File: config.mk
export PLATFORM = sky130hd
export DESIGN_NAME = rx_fill_monitor
export DESIGN_NICKNAME = d
export VERILOG_FILES = /design/src/rtl/rxmon_pkg.sv /design/src/rtl/rxmon_level.sv /design/src/rtl/rxmon_rts.sv /design/src/rtl/rxmon_idle.sv /design/src/rtl/rx_fill_monitor.sv
export SDC_FILE = /design/constraint.sdc
export NUM_CORES = 1
export LEC_CHECK = 0
export BUFFER_PORTS_ARGS = -buffer_cell sky130_fd_sc_hd__buf_4
export CORE_AREA = 2 2 39 41
export CTS_BUF_LIST = sky130_fd_sc_hd__clkbuf_8
export DETAILED_ROUTE_END_ITERATION = 8
export DIE_AREA = 0 0 41 43
export GPL_TIMING_DRIVEN = 0
export HOLD_SLACK_MARGIN = 0.02
export SLEW_MARGIN = 10
export SYNTH_ARGS = -nofsm -noshare
export SYNTH_HDL_FRONTEND = slang
export SYNTH_SLANG_ARGS = --single-unit
File: constraint.sdc
create_clock -name clk -period 3.5 [get_ports clk]
set_clock_uncertainty 0.15 [all_clocks]
set_input_delay 0.525 -clock clk [delete_from_list [all_inputs] [get_ports clk]]
set_output_delay 0.525 -clock clk [all_outputs]
set_load 0.1 [all_outputs]
File: src/rtl/rxmon_pkg.sv
package rxmon_pkg;

  // Threshold in entries for a level select; disabled FIFO acts as depth 1.
  function automatic int unsigned level_threshold(input logic en,
                                                  input logic [1:0] sel,
                                                  input int unsigned depth);
    int unsigned t;
    if (!en) return 1;
    case (sel)
      2'b00:   t = 1;
      2'b01:   t = depth / 4;
      2'b10:   t = depth / 2;
      default: t = depth - 2;
    endcase
    if (t == 0) t = 1;
    return t;
  endfunction

endpackage

File: src/rtl/rxmon_level.sv
module rxmon_level
  import rxmon_pkg::*;
#(
  parameter int unsigned DEPTH = 16,
  localparam int unsigned CNT_W = $clog2(DEPTH + 1)
) (
  input  logic             fifo_en,
  input  logic [1:0]       lvl_sel,
  input  logic [CNT_W-1:0] fifo_count,
  output logic [CNT_W-1:0] thr,
  output logic             at_level
);

  assign thr      = CNT_W'(level_threshold(fifo_en, lvl_sel, DEPTH));
  assign at_level = (fifo_count >= thr);

  // a threshold is never zero, so the flag implies data present
  always_comb
    assert_level_nonempty_R6: assert (!at_level || fifo_count != '0);

endmodule

File: src/rtl/rxmon_rts.sv
module rxmon_rts #(
  parameter int unsigned DEPTH = 16,
  localparam int unsigned CNT_W = $clog2(DEPTH + 1)
) (
  input  logic             clk,
  input  logic             rst_n,
  input  logic             afc_en,
  input  logic [CNT_W-1:0] fifo_count,
  input  logic             at_level,
  output logic             rts_n
);

  logic fifo_empty;
  assign fifo_empty = (fifo_count == '0);

  always_ff @(posedge clk or negedge rst_n) begin
    if (!rst_n)          rts_n <= 1'b0;
    else if (!afc_en)    rts_n <= 1'b0;
    else if (fifo_empty) rts_n <= 1'b0;
    else if (at_level)   rts_n <= 1'b1;
  end

  assert_rts_empty_low_R8: assert property (@(posedge clk) disable iff (!rst_n)
    fifo_empty |=> !rts_n);
  assert_rts_rise_cause_R8: assert property (@(posedge clk) disable iff (!rst_n)
    $rose(rts_n) |-> $past(at_level && afc_en));
  assert_rts_afc_off_R9: assert property (@(posedge clk) disable iff (!rst_n)
    !afc_en |=> !rts_n);

endmodule

File: src/rtl/rxmon_idle.sv
module rxmon_idle #(
  parameter int unsigned DEPTH      = 16,
  parameter int unsigned IDLE_CHARS = 4,
  localparam int unsigned CNT_W  = $clog2(DEPTH + 1),
  localparam int unsigned IDLE_W = $clog2(IDLE_CHARS + 1)
) (
  input  logic             clk,
  input  logic             rst_n,
  input  logic [CNT_W-1:0] fifo_count,
  input  logic             push,
  input  logic             pop,
  input  logic             char_tick,
  output logic             timed_out
);

  localparam logic [IDLE_W-1:0] IDLE_LIM = IDLE_W'(IDLE_CHARS);

  logic [IDLE_W-1:0] idle_cnt;
  logic              activity;
  logic              fifo_empty;

  assign activity   = push | pop;
  assign fifo_empty = (fifo_count == '0);

  always_ff @(posedge clk or negedge rst_n) begin
    if (!rst_n)                               idle_cnt <= '0;
    else if (activity || fifo_empty)          idle_cnt <= '0;
    else if (char_tick && idle_cnt != IDLE_LIM) idle_cnt <= idle_cnt + 1'b1;
  end

  assign timed_out = (idle_cnt == IDLE_LIM);

  assert_idle_bounded_R10: assert property (@(posedge clk) disable iff (!rst_n)
    idle_cnt <= IDLE_LIM);
  assert_activity_clears_R11: assert property (@(posedge clk) disable iff (!rst_n)
    activity |=> !timed_out);
  assert_empty_no_timeout_R12: assert property (@(posedge clk) disable iff (!rst_n)
    fifo_empty |=> !timed_out);

endmodule

File: src/rtl/rx_fill_monitor.sv
module rx_fill_monitor #(
  parameter int unsigned DEPTH      = 16,
  parameter int unsigned IDLE_CHARS = 4,
  localparam int unsigned CNT_W = $clog2(DEPTH + 1)
) (
  input  logic             clk,
  input  logic             rst_n,
  input  logic             fifo_en,
  input  logic             afc_en,
  input  logic [1:0]       lvl_sel,
  input  logic [CNT_W-1:0] fifo_count,
  input  logic             push,
  input  logic             pop,
  input  logic             char_tick,
  output logic             lvl_hit,
  output logic             dma_rx_req_n,
  output logic             rts_n,
  output logic             char_timeout
);

  logic [CNT_W-1:0] thr;
  logic             at_level;

  rxmon_level #(.DEPTH(DEPTH)) u_level (
    .fifo_en    (fifo_en),
    .lvl_sel    (lvl_sel),
    .fifo_count (fifo_count),
    .thr        (thr),
    .at_level   (at_level)
  );

  rxmon_rts #(.DEPTH(DEPTH)) u_rts (
    .clk        (clk),
    .rst_n      (rst_n),
    .afc_en     (afc_en),
    .fifo_count (fifo_count),
    .at_level   (at_level),
    .rts_n      (rts_n)
  );

  rxmon_idle #(.DEPTH(DEPTH), .IDLE_CHARS(IDLE_CHARS)) u_idle (
    .clk        (clk),
    .rst_n      (rst_n),
    .fifo_count (fifo_count),
    .push       (push),
    .pop        (pop),
    .char_tick  (char_tick),
    .timed_out  (char_timeout)
  );

  assign lvl_hit      = at_level;
  assign dma_rx_req_n = ~at_level;

  // a DMA request only ever asks for data that exists
  always_comb
    assert_dma_nonempty_R7: assert (dma_rx_req_n || fifo_count != '0);
  // disabled FIFO means any single character reaches the level
  always_comb
    assert_disabled_thr_R5: assert (fifo_en || thr == CNT_W'(1));
  // a timeout is only reported for data that was waiting
  assert_timeout_needs_data_R10: assert property (@(posedge clk) disable iff (!rst_n)
    char_timeout |-> $past(fifo_count != '0));

endmodule

==> results of run 1 <==
worst max-delay path by stage:
stage,startpoint,endpoint,cells past startpoint
floorplan,lvl_sel[1],dma_rx_req_n,5
global placement,lvl_sel[1],dma_rx_req_n,7
detailed placement,lvl_sel[1],dma_rx_req_n,7
CTS,lvl_sel[1],dma_rx_req_n,7
global route,lvl_sel[1],dma_rx_req_n,7
finish,lvl_sel[1],dma_rx_req_n,7
cells in the final DEF (no fill, tap or decap), drive strengths merged:
master        n
a21boi        1
nand3         1
clkbuf        3
buf          17
or4           1
inv           5
xor2          1
o221a         1
a21oi         1
ha            6
nor4          1
a22oi         1
nor2          6
dfrtp         4
dlygate4sd3   1
xnor2         1
o21ai         4
nand2         3
and2          1
power groups by stage:
| stage | sequential, mW | combinational, mW | clock, mW |
|---|---|---|---|
| final | 0.0497 | 0.0648 | 0.0953 |
| after global placement | 0.0502 | 0.0633 | 0 |
| after global routing | 0.0500 | 0.0697 | 0.100 |
| after CTS | 0.0497 | 0.0654 | 0.0974 |
| after floorplan | 0.0577 | 0.0336 | 0 |
| after detailed placement | 0.0502 | 0.0642 | 0 |
routing by layer:
metal,global-route usage [%],part of all wire (%),vias to the layer above
met3,3.14,7.6,2
met5,0,0,-
li1,-,-,173
met1,10.7,41,144
met4,8.00,0.56,0
met2,16.9,51,16
final cells by class:
cell class / instances / share of cell area [%]
multi-input combinational: 29 / 40.4
timing repair buffer: 18 / 25.8
sequential: 4 / 18.8
clock buffer: 3 / 7.75
tap: 16 / 3.76
inverter: 5 / 3.52
critical path: cells and delay by family:
kind                     cells  cell delay, ns
adder cells (fa/ha/maj)      1            0.26
AO/OA/AOI/OAI                3            0.56
buffers and inverters        3            0.47
logic make-up after synthesis:
kind of cell             Yosys count  synth area share (%)
AO/OA/AOI/OAI                      8                  16.7
XOR/XNOR                           2                  5.32
adder cells (fa/ha/maj)            6                  22.8
buffers and inverters              5                  5.70
flip-flops                         4                  30.4
AND/OR/NAND/NOR                   13                  19.0
repair_timing:
item / CTS / global route
hold endpoints to repair: 4 / 0
hold buffers: 1 / 0
setup buffers: 0 / 0
per-stage QoR:
| step | worst slack, ns | total power, mW | cells | instance area, sq um | hold WS [ns] |
|---|---|---|---|---|---|
| 6_report | 1.01 | 0.210 | 75 | 533 | 0.412 |
| 5_1_grt | 0.895 | 0.220 | 75 | 533 | 0.418 |
| 4_1_cts | 0.998 | 0.213 | 75 | 533 | 0.414 |
| 3_5_place_dp | 1.00 | 0.114 | 71 | 482 | 0.173 |
| 3_3_place_gp | 1.05 | 0.113 | 71 | 482 | 0.175 |
| 2_1_floorplan | 0.118 | 0.0913 | 38 | 334 | 0.0794 |
state kept, by name, summed over array words and instances (netlist names):
name,flops
u_rts.rts_n,1
u_idle.idle_cnt,3
==> flow_summary.toml, run 1 <==
[run_status]
status = "finished clean"

[sta]
hold_violations = 0
fin_crit_ns = 2.49
fmax_mhz = 402
setup_viol = 0
drv_slew = 0
min_period_over_period_pct = 71.0
slew-limit-headroom_pct = 67.4
finalSetupTns_ns = 0
rsz0062_at_grt = "no"
tightest_slew_ns = 0.485

[drt]
vias_per_cell = 4.47
drtIter0Drc = 9
routed_wl_um = 719
wl_per_cell_um = 9.59
ant_nets = 0
drc_errors = 0
via_count = 335
drt_pass1_iterations = 4

[floorplanning]
die_area_sq_um = 1760
initial_utilization_pct = 23.8
die_w_um = 41
io_pins = 18
die_y_um = 43
core_sq_um = 1380
row_count = 14

[finish]
multi_input_area_sq_um = 215
diodes = 0
drive_above_1_share_pct = 39.0
fin_util_pct = 38.5
nFillCells = 158
fin_nets = 81
seq_area_sq_um = 100
syn_to_final_growth_pct = 62.0

[critical_path]
reg2reg_to = "u_idle.idle_cnt[2]"
worstSetupStartpointType = "input pin"
max_stage_delay_ns = 0.28
path_cells = "buf_4 > o21ai_0 > ha_1 > o21ai_0 > a22oi_2 > inv_1 > buf_4"
worstRegToRegCells = 6
critical_path_class = "input pin to primary output"
worstReg2RegStart = "u_idle.idle_cnt[0]"
rrSetupSlack_ns = 1.84
crit_arrival_ns = 1.81
path_max_fanout = 3
crit_slowest_cell = "buf_4"
cp-end-kind = "primary output"
cp.required_ns = 2.82

[synthesis]
postSynthAreaPerCell_sq_um = 8.66
synth_edf_count = 0
synth_nets = 58
synth-seq-cells = 4
yosys.area.top_type = "dfrtp_1"
syn_inst = 38
ys_types = 17
yosysWarnings = 0
synth_top_area_share_pct = 30.4
syn_area_sq_um = 329
ys_seq_area_share_pct = 30.4
synth-main-ff-cell = "dfrtp_1"
async_reset_ff_share_pct = 100
synth_top_cells_by_count = "ha_1, nor2_1, inv_1"
yosys-top-cells-area = "dfrtp_1, ha_1, nor2_1, inv_1, o21ai_0"

[grt]
antenna_found_initial = 0
grt_pass1_wl_um = 1240
grt_max_degree = 5
overflow = 0
grt_use_total_pct = 10.6
grt_pass1_vias = 337

[pwr]
p_per_area_nw_per_um2 = 394
power.internal_mw = 0.144
p_comb_share_pct = 30.9
swShare_pct = 31.2
seqPwrFrac_pct = 23.7
clock_power_share_pct = 45.4
cellLeakagePower_nw = 0.266
power_switching_mw = 0.0654
peakVddDrop_mv = 0.165

[worst_hold_path]
min_path_cells = 2
hold_start = "afc_en"
hp-class = "input pin to register"
min_to = "u_rts.rts_n"

[clocking]
clk-insertion-delay-late_ns = 0.22
clockBufferDepth = 2
cts_tree = "done"
clk_pin_slew_ns = 0.03
cts.sinks = 4
cts_root_buffer = "clkbuf_8"
htreeDepth = 1
cts_resized = 0
cts_made_buffers = 3

[placement]
hpwlAfterDp_um = 622
portBuffers = 17
finalWeightedCongestion = 0.626

[flow_run]
cap_violations = 0
Power figures use the tool's default switching activity.
==> run 2, diff against run 1 <==
==> constraint.sdc (replaced) <==
create_clock -name clk -period 2.35 [get_ports clk]
set_clock_uncertainty 0.15 [all_clocks]
set_input_delay 0.3525 -clock clk [delete_from_list [all_inputs] [get_ports clk]]
set_output_delay 0.3525 -clock clk [all_outputs]
set_load 0.1 [all_outputs]
==> flow_summary.toml, run 2 (synthesis results as in run 1) <==
[pwr]
swShare_pct = 31.0
cellLeakagePower_nw = 0.265
power.internal_mw = 0.215
p_per_area_nw_per_um2 = 584
power_switching_mw = 0.0966
seqPwrFrac_pct = 23.8
clock_power_share_pct = 45.4
p_comb_share_pct = 30.8
peakVddDrop_mv = 0.238

[sta]
min_period_over_period_pct = 88.8
hold_violations = 0
tightest_slew_ns = 0.484
drv_slew = 0
rsz0062_at_grt = "no"
setup_viol = 0
fin_crit_ns = 2.09
slew-limit-headroom_pct = 67.4
fmax_mhz = 479

[grt]
grt_pass1_wl_um = 1140
overflow = 0
grt_max_degree = 5
grt_pass1_vias = 326
grt_use_total_pct = 9.88
antenna_found_initial = 0

[floorplanning]
core_sq_um = 1380
io_pins = 18
die_area_sq_um = 1760
die_w_um = 41
die_y_um = 43
row_count = 14
initial_utilization_pct = 23.8

[drt]
wl_met3_um = 50
routed_wl_um = 674
drt_pass1_iterations = 2
via_count = 329
wl_per_cell_um = 8.99
ant_nets = 0
met2WireLength_um = 322
dr.max_layer_used = "met4"
wl_met1_um = 286
vias_per_cell = 4.39
drc_errors = 0
drtIter0Drc = 2

[placement]
dpl-instance-area_sq_um = 482
portBuffers = 17
placedCellCount = 71
finalWeightedCongestion = 0.650

[worst_hold_path]
hold_start = "afc_en"
hp-class = "input pin to register"

[critical_path]
worstSetupStartpointType = "input pin"
crit_start = "lvl_sel[1]"
endpoint = "dma_rx_req_n"
cp-end-kind = "primary output"
reg2reg_to = "u_idle.idle_cnt[2]"
crit_arrival_ns = 1.58
rrSetupSlack_ns = 0.68
cp.required_ns = 1.85
worstReg2RegStart = "u_idle.idle_cnt[0]"
worstRegToRegCells = 6
critical_path_class = "input pin to primary output"
path_max_fanout = 3

[finish]
layout_commonest_cell = "buf_4"
largest_reg_flops = 3
fin_nets = 81
syn_to_final_growth_pct = 62.0
reg_top3 = "u_idle.idle_cnt (3), u_rts.rts_n (1)"
final_cells = 75
final_cell_mix = "buf_4, nor2_1, ha_1, inv_1, dfrtp_1"
regMostFlops = "u_idle.idle_cnt"
diodes = 0
design_area_sq_um = 533
drive_above_1_share_pct = 39.0

[clocking]
clockBufferDepth = 2
cts_root_buffer = "clkbuf_8"
clk-insertion-delay-late_ns = 0.21
cts_resized = 0
cts.sinks = 4
htreeDepth = 1
cts_tree = "done"
clk_pin_slew_ns = 0.03
cts_made_buffers = 3

[run_status]
status = "finished clean"

[flow_run]
cap_violations = 0
==> run 2: cell counts in the layout (fill, tap and decap cells not counted) <==
Identical to the previous run, type by type.
==> run 2: worst max-delay path, cell delays in order <==
cell,delay (ns)
buf_4,0.11
o21ai_0,0.16
ha_1,0.25
o21ai_0,0.23
a22oi_2,0.13
inv_1,0.07
buf_4,0.28
==> run 2: worst min path at each step <==
stage                     depth (start not counted)            endpoint
after floorplan                                   0  u_idle.idle_cnt[0]
final                                             2         u_rts.rts_n
after global routing                              2         u_rts.rts_n
after global placement                            1  u_idle.idle_cnt[0]
after CTS                                         2         u_rts.rts_n
after detailed placement                          1  u_idle.idle_cnt[2]
==> run 2: layout make-up <==
| cell class | instances | area [sq um] |
|---|---|---|
| multi-input combinational | 29 | 215 |
| tap | 16 | 20.0 |
| timing repair buffer | 18 | 138 |
| clock buffer | 3 | 41.3 |
| inverter | 5 | 18.8 |
| sequential | 4 | 100 |
| fill | 146 | 851 |
==> run 2: what timing repair did <==
action | CTS | global route
setup buffers | 0 | 0
hold buffers | 1 | 0
endpoints found under the hold margin | 4 | 0
==> run 2: per-layer routing <==
metal	up-vias	GRT usage [%]
met1	137	11.4
met3	2	1.57
met2	16	15.0
li1	174	-
met4	0	8.00
met5	-	0
==> run 2: power by group through the flow <==
stage               logic, mW  registers, mW  clock network [mW]
detailed placement     0.0954         0.0749                   0
floorplan              0.0502         0.0860                   0
global placement       0.0943         0.0748                   0
global route            0.104         0.0746               0.150
finish                 0.0958         0.0743               0.141
CTS                    0.0969         0.0742               0.145
==> run 2: metrics by stage <==
stage	util [%]	hold slack, ns	setup WS, ns	power [mW]	TNS (ns)
5_1_grt	38.5	0.260	0.122	0.328	0
6_report	38.5	0.246	0.264	0.312	0
3_5_place_dp	34.8	0.000272	0.250	0.170	0
4_1_cts	38.5	0.242	0.248	0.316	0
3_3_place_gp	34.8	0.00221	0.256	0.169	0
2_1_floorplan	-	-0.0931	-0.658	0.136	-0.658
==> run 3, diff against run 2 <==
--- a/config.mk
+++ b/config.mk
@@ -12,6 +12,7 @@
 export DIE_AREA = 0 0 41 43
 export GPL_TIMING_DRIVEN = 0
 export HOLD_SLACK_MARGIN = 0.02
+export PLACE_DENSITY_LB_ADDON = 0.08
 export SLEW_MARGIN = 10
 export SYNTH_ARGS = -nofsm -noshare
 export SYNTH_HDL_FRONTEND = slang
==> constraint.sdc (replaced) <==
create_clock -name clk -period 2 [get_ports clk]
set_clock_uncertainty 0.15 [all_clocks]
set_input_delay 0.3 -clock clk [delete_from_list [all_inputs] [get_ports clk]]
set_output_delay 0.3 -clock clk [all_outputs]
set_load 0.1 [all_outputs]
==> flow_summary.toml, run 3 (synthesis results as in run 1) <==
[floorplanning]
row_count = 14
core_sq_um = 1380
die_y_um = 43
die_area_sq_um = 1760
initial_utilization_pct = 23.8
die_w_um = 41
io_pins = 18

[flow_run]
cap_violations = 0

[finish]
multi_input_area_sq_um = 224
nFillCells = 144
fin_nets = 81
layout_commonest_cell = "buf_4"
final_cells = 75
diodes = 0
regMostFlops = "u_idle.idle_cnt"
largest_reg_flops = 3
drive_above_1_share_pct = 42.4
seq_area_sq_um = 100
reg_top3 = "u_idle.idle_cnt (3), u_rts.rts_n (1)"
syn_to_final_growth_pct = 64.6
final_cell_mix = "buf_4, nor2_1, ha_1, inv_1, dfrtp_1"

[grt]
overflow = 0
antenna_found_initial = 0
grt_pass1_vias = 307
grt_use_total_pct = 9.77
grt_max_degree = 5
grt_pass1_wl_um = 1120

[critical_path]
worstSetupStartpointType = "input pin"
cp.required_ns = 1.55
cp_common_cell = "buf_4"
path_cells = "buf_4 > nand3_2 > ha_1 > nor4_1 > a22oi_2 > inv_1 > buf_4"
cp-end-kind = "primary output"
critical_path_class = "input pin to primary output"
path_max_fanout = 4
crit_slowest_cell = "nor4_1"
max_stage_delay_ns = 0.32
crit_arrival_ns = 1.46

[pwr]
p_per_area_nw_per_um2 = 682
power_mw = 0.370
cellLeakagePower_nw = 0.267
peakVddDrop_mv = 0.259

[placement]
portBuffers = 17
place_ws_ns = 0.0788
placedCellCount = 71
hpwlAfterDp_um = 579
finalWeightedCongestion = 0.655

[sta]
tightest_slew_ns = 0.493
slew-limit-headroom_pct = 66.8
timing.hold.ws_ns = 0.185
min_period_over_period_pct = 95.7
drv_slew = 0
rsz0062_at_grt = "no"
fin_ws_ns = 0.0867
hold_violations = 0
setup_viol = 0
fin_crit_ns = 1.91
fmax_mhz = 523

[clocking]
cts_made_buffers = 3
cts_root_buffer = "clkbuf_8"
clockBufferDepth = 2
post_cts_buffers = 0
cts_tree = "done"
cts.sinks = 4
clk-insertion-delay-late_ns = 0.21
htreeDepth = 1
clk_pin_slew_ns = 0.03

[drt]
ant_nets = 0
wl_per_cell_um = 9.19
drc_errors = 0
drtIter0Drc = 1
vias_per_cell = 4.45
via_count = 334
drt_pass1_iterations = 2
routed_wl_um = 689

[run_status]
status = "finished clean"

[worst_hold_path]
hp-class = "input pin to register"
-- run 3: cell counts in the layout (fill, tap and decap cells not counted) --
No cell type changed its count.
-- run 3: worst paths after layout --
path,from,endpoint,slack [ns],depth (start not counted)
setup / recovery,fifo_en,dma_rx_req_n,0.09,7
hold / removal,afc_en,u_rts.rts_n,0.19,2
setup reg to reg,u_idle.idle_cnt[0],u_idle.idle_cnt[2],0.35,6
hold reg to reg,u_idle.idle_cnt[2],u_idle.idle_cnt[2],0.40,2
max in group asynchronous,rst_n,u_idle.idle_cnt[2],1.33,2
min in group asynchronous,rst_n,u_rts.rts_n,0.27,2
-- run 3: through the flow --
stage	util, %	area [sq um]	setup TNS (ns)
floorplan	-	343	-1.08
global placement	35.4	490	0
detailed placement	35.4	490	0
CTS	39.2	542	0
global route	39.2	542	0
finish	39.2	542	0
-- run 3: repair_timing --
item / CTS / global route
hold buffers: 1 / 0
resized for setup: 0 / 0
hold endpoints to repair: 4 / 0
-- run 3: worst max-delay path: cells and delay by family --
family	cells	cell delay [ns]
and+or+nand+nor	2	0.39
adders and majority gates	1	0.17
AOI/OAI and AO/OA	1	0.15
buffers and inverters	3	0.46
-- run 3: power breakdown --
group | internal, mW | leakage [nW] | switching, mW
Clock | 0.128 | 0.0216 | 0.0398
Sequential | 0.0848 | 0.0535 | 0.00234
Combinational | 0.0407 | 0.192 | 0.0739
-- run 3: area by class of cell --
type | count | area share, %
Multi-Input combinational cell | 29 | 41.3
Sequential cell | 4 | 18.5
Inverter | 5 | 3.46
Timing Repair Buffer | 18 | 25.4
Tap cell | 16 | 3.70
Clock buffer | 3 | 7.62
-- run 3: per-layer routing --
layer	up-vias	GRT usage, %	routed length, um
met2	12	13.4	375
met1	149	11.7	269
met5	-	0	0
met3	0	3.14	44
li1	173	-	-
met4	0	8.00	0
